<file path="config.mk">
export PLATFORM = sky130hd
export DESIGN_NAME = piso_shift_reg
export DESIGN_NICKNAME = d
export VERILOG_FILES = /design/src/rtl/piso_pkg.sv /design/src/rtl/piso_sync.sv /design/src/rtl/piso_ctrl.sv /design/src/rtl/piso_stages.sv /design/src/rtl/piso_shift_reg.sv
export SDC_FILE = /design/constraint.sdc
export NUM_CORES = 1
export LEC_CHECK = 0
export ABC_AREA = 1
export BUFFER_PORTS_ARGS = -buffer_cell sky130_fd_sc_hd__buf_2
export CAP_MARGIN = 20
export CORE_UTILIZATION = 46
export CTS_CLUSTER_SIZE = 30
export DETAILED_ROUTE_END_ITERATION = 10
export PLACE_DENSITY = 0.72
export SLEW_MARGIN = 10
export SYNTH_ARGS = -nofsm -noshare
export SYNTH_HDL_FRONTEND = slang
export SYNTH_HIERARCHICAL = 1
export SYNTH_SLANG_ARGS = --single-unit
</file>
<file path="constraint.sdc">
create_clock -name clk -period 1.45 [get_ports clk]
set_input_delay 0 -clock clk [delete_from_list [all_inputs] [get_ports clk]]
set_output_delay 0 -clock clk [all_outputs]
set_load 0.1 [all_outputs]
</file>
<file path="src/rtl/piso_pkg.sv">
package piso_pkg;

    // Synchronised control inputs, carried as one word through the synchroniser
    typedef struct packed {
        logic load_n;
        logic cp;
        logic ce;
        logic ds;
    } ctl_t;

    localparam int CTL_W = $bits(ctl_t);

    // Reset state: load idle, both clock inputs treated as high (no edge armed)
    localparam ctl_t CTL_IDLE = '{load_n: 1'b1, cp: 1'b1, ce: 1'b1, ds: 1'b0};

    typedef enum logic [1:0] {
        OP_HOLD  = 2'd0,
        OP_LOAD  = 2'd1,
        OP_SHIFT = 2'd2
    } op_e;

    // Load wins; a shift needs load high now and last cycle plus a fresh OR edge
    function automatic op_e pick_op(input logic ld_n_now, input logic ld_n_prev,
                                    input logic or_now,   input logic or_prev);
        if (!ld_n_now)
            return OP_LOAD;
        else if (ld_n_prev && or_now && !or_prev)
            return OP_SHIFT;
        else
            return OP_HOLD;
    endfunction

endpackage

</file>
<file path="src/rtl/piso_sync.sv">
module piso_sync #(
    parameter int          W       = 4,
    parameter int          STAGES  = 2,
    parameter logic [W-1:0] RST_VAL = '0
) (
    input  logic         clk,
    input  logic         rst,
    input  logic [W-1:0] din,
    output logic [W-1:0] dout
);

    generate
        if (STAGES <= 1) begin : g_single
            logic [W-1:0] ff;
            always_ff @(posedge clk) begin
                if (rst) ff <= RST_VAL;
                else     ff <= din;
            end
            assign dout = ff;
        end else begin : g_chain
            logic [STAGES-1:0][W-1:0] ff;
            always_ff @(posedge clk) begin
                if (rst) ff <= {STAGES{RST_VAL}};
                else     ff <= {ff[STAGES-2:0], din};
            end
            assign dout = ff[STAGES-1];
        end
    endgenerate

endmodule

</file>
<file path="src/rtl/piso_ctrl.sv">
module piso_ctrl
    import piso_pkg::*;
(
    input  logic clk,
    input  logic rst,
    input  logic s_load_n,
    input  logic s_cp,
    input  logic s_ce,
    output op_e  op
);

    logic clk_or;
    logic or_q;
    logic load_q;

    assign clk_or = s_cp | s_ce;

    // Edge history is refreshed every cycle, so it is re-armed on release
    always_ff @(posedge clk) begin
        if (rst) begin
            or_q   <= 1'b1;
            load_q <= 1'b1;
        end else begin
            or_q   <= clk_or;
            load_q <= s_load_n;
        end
    end

    assign op = pick_op(s_load_n, load_q, clk_or, or_q);

endmodule

</file>
<file path="src/rtl/piso_stages.sv">
module piso_stages
    import piso_pkg::*;
#(
    parameter int N = 8
) (
    input  logic         clk,
    input  logic         rst,
    input  op_e          op,
    input  logic         ser_in,
    input  logic [N-1:0] par_in,
    output logic [N-1:0] stages
);

    always_ff @(posedge clk) begin
        if (rst) begin
            stages <= '0;
        end else begin
            case (op)
                OP_LOAD:  stages <= par_in;
                OP_SHIFT: stages <= {stages[N-2:0], ser_in};
                default:  stages <= stages;
            endcase
        end
    end

endmodule

</file>
<file path="src/rtl/piso_shift_reg.sv">
module piso_shift_reg
    import piso_pkg::*;
#(
    parameter int N         = 8,
    parameter int SYNC_LEN  = 2
) (
    input  logic         clk,
    input  logic         rst,
    input  logic         load_n,
    input  logic         cp,
    input  logic         ce,
    input  logic         ds,
    input  logic [N-1:0] d,
    output logic         q_last,
    output logic         q_last_n
);

    ctl_t         raw_ctl;
    ctl_t         s_ctl;
    logic         s_load_n;
    logic         s_cp;
    logic         s_ce;
    logic         s_ds;
    op_e          op;
    logic [N-1:0] stages;

    assign raw_ctl = '{load_n: load_n, cp: cp, ce: ce, ds: ds};

    piso_sync #(
        .W       (CTL_W),
        .STAGES  (SYNC_LEN),
        .RST_VAL (CTL_IDLE)
    ) u_sync (
        .clk  (clk),
        .rst  (rst),
        .din  (raw_ctl),
        .dout (s_ctl)
    );

    assign s_load_n = s_ctl.load_n;
    assign s_cp     = s_ctl.cp;
    assign s_ce     = s_ctl.ce;
    assign s_ds     = s_ctl.ds;

    piso_ctrl u_ctrl (
        .clk      (clk),
        .rst      (rst),
        .s_load_n (s_load_n),
        .s_cp     (s_cp),
        .s_ce     (s_ce),
        .op       (op)
    );

    piso_stages #(.N(N)) u_stages (
        .clk    (clk),
        .rst    (rst),
        .op     (op),
        .ser_in (s_ds),
        .par_in (d),
        .stages (stages)
    );

    assign q_last   = stages[N-1];
    assign q_last_n = ~stages[N-1];

endmodule

</file>
==> metrics.txt <==
Max Cap Viol 0; CTS H-tree lvls 1; first-pass GRT wire length 2270 µm; CTS tree built; commonest cells after routing, fill and taps aside 24 x nor2_1, 22 x inv_1, 21 x nand2_1; DP HPWL just over 800 µm; CTS root buf clkbuf_4; Port Buffers 15; FP Rows 14; Sw Share a little under a quarter; Worst path top cell family by delay flip-flops; final clock skew 2.66 ps; most frequent cell on the critical path nor2_1; Layout Utilization 61.8%; gpl congestion 0.745; Worst Path Buf+Inv 2; synthesized area per cell 7.01 µm²; vias in the first global route 618; Vias/cell approximately 4.5; DRC 0; vias between 600 and 700; initial antenna violation count 0; critical path class reg -> reg; Die Width 43.1 µm; Routed Antenna Nets 0; placed cells 138; die span in y 43.1 µm; status finished, final reports clean; Clk Latency, worst-skew pair roughly 280 ps; Synth Cell Area 778 µm²; Final min period 1270 ps; area share of the largest cell type after synthesis 46.3%; I/O Pins 16; setup tns final 0 ps; # fillers 152; final setup vio count 0; Worst path max stage delay 320 ps; wire per inst 8.30 µm; Synth area leaders dfxtp_1 46%, nor2_1 12%, inv_1 11%; drt pass-1 iters 4; fraction of layout cells with a size suffix above 1 24.2%; fmax approximately 800 MHz; Crit. End Element flip-flop; Max clock buf depth 2; Mapped Cells 111; core area roughly 0.0015 mm²; clock share of power 31.6%; pwr/cell area a little under 1000 mW/mm²; NetSw 0.000219 W; Multi-input gate area 270 µm²; internal power 0.000719 W; area leader, netlist dfxtp_1; CP max-delay cell dfxtp_1; cts bufs inserted 3; Peak VDD IR 0.654 mV; total gr overflow 0; Worst-Margin Slew 486 ps; Nets 148; Crit Path Max Fanout 7; Max-slew headroom 67.8%; Synth warnings 6; most common cell after layout, fill and taps aside nor2_1; Ant. Diodes 0; number of hold violations in the final report 0; register area 362 µm²; Area growth, synth to finish 22.3%; Total Power Consumption 0.000938 W; syn nets 126; Cell Count, Final, Fillers Out about 150; Iteration-0 DRC Markers 6; leakage slightly above 0.5 nW; Critical Path Source Type flip-flop; gr usage total 16.4%; post-synthesis sequential area ratio 46.3%; WL final 1230 µm; largest net degree at the start of global routing 17; synthesis-stage register bit count 18; critical-path cell list nor2_2 -> nor2_1 -> ha_1 -> inv_1 -> buf_4 -> o21ai_0 -> nor2_1; full die area between 0.0015 and 0.002 mm²; initial core utilization 50.5%; RSZ-0062 raised after global routing no; Reg power frac 56.3%; worst hold path type in -> reg; logic gate share of total power 12.1%; CTS clk-pin slew, worst paths about 100 ps; critical path arrival 1450 ps; # clock sinks 18; Final Max Tran Viols 0; unique cell type count in the Yosys netlist 12; Tcrit/Tclk final 87.6%; WP data required 1630 ps
per-stage QoR:
step | area, µm² | setup slack (ps) | hold WS (ps)
after detailed placement | 853 | 179 | 180
after global routing | 952 | 21.5 | 56.7
final | 952 | 179 | 27.1
after floorplan | 783 | 60.4 | 71.2
after global placement | 853 | 210 | 174
after CTS | 950 | 135 | 23.3
sequential cells by signal, summed over array words and instances (netlist names):
name and flops:
u_ctrl/or_q 1, u_sync/dout 4, u_sync/g_chain.ff 4, u_stages/stages 8
u_ctrl/load_q 1
final cells by class:
cell class              count  share of cell area (%)
flip-flops and latches     18                    38.0
multi-input cells          62                    28.4
repair buffers             24                    17.9
inverters                  24                    9.86
clock buffers               4                    3.81
well taps                  16                    2.10
routing by layer:
| layer | share of wire [%] | global-route usage [%] | wire length, µm |
|---|---|---|---|
| met4 | 0.73 | 9.09 | 9 |
| met3 | 3.7 | 3.83 | 45 |
| met5 | 0 | 0 | 0 |
| met1 | 43 | 18.3 | 529 |
| met2 | 52 | 28.4 | 645 |
repair_timing:
| action | CTS | global route |
|---|---|---|
| setup buffers | 0 | 0 |
| resized for setup | 0 | 1 |
| hold buffers | 6 | 0 |
| endpoints found under the hold margin | 6 | 0 |
| endpoints found under the setup margin | 0 | 4 |
tightest hold or removal path, cell delays in order:
cell and delay [ps]:
buf_2 80, inv_1 30, nor2_2 60, nor2_1 50, nor2_1 60
synth_stat cells:
master    n
ha_1      1
buf_4     5
nand2_2   3
o21ai_0   8
inv_1    23
dfxtp_1  18
nor2_2    3
inv_2     1
buf_6     2
nand2_1  21
nand3_1   1
nor2_1   25
cell families after synthesis:
family / after synthesis / share of synthesized area (%)
AO/OA/AOI/OAI: 8 / 5.14
adder cells (fa/ha/maj): 1 / 1.61
buffers and inverters: 31 / 19.3
flip-flops: 18 / 46.3
AND/OR/NAND/NOR: 53 / 27.7
path summary, 6_finish.rpt:
path	from	to	slack (ps)	depth (start not counted)
setup / recovery	u_sync/dout[1]$_SDFF_PP1_	u_stages/stages[5]$_SDFFE_PP0P_	180	7
hold / removal	d[1]	u_stages/stages[1]$_SDFFE_PP0P_	30	5
hold reg to reg	u_sync/g_chain.ff[1]$_SDFF_PP1_	u_sync/dout[1]$_SDFF_PP1_	420	2
setup reg to reg	u_sync/dout[1]$_SDFF_PP1_	u_stages/stages[5]$_SDFFE_PP0P_	180	7
power groups by stage:
stage                     Clock, W  Combinational (W)  Sequential (W)
final                     0.000297           0.000113        0.000529
after global routing      0.000328           0.000128        0.000531
after CTS                 0.000308           0.000114        0.000529
after detailed placement         0           0.000101        0.000540
after global placement           0          0.0000979        0.000539
after floorplan                  0          0.0000655        0.000548
(Power assumes the default switching activity.)
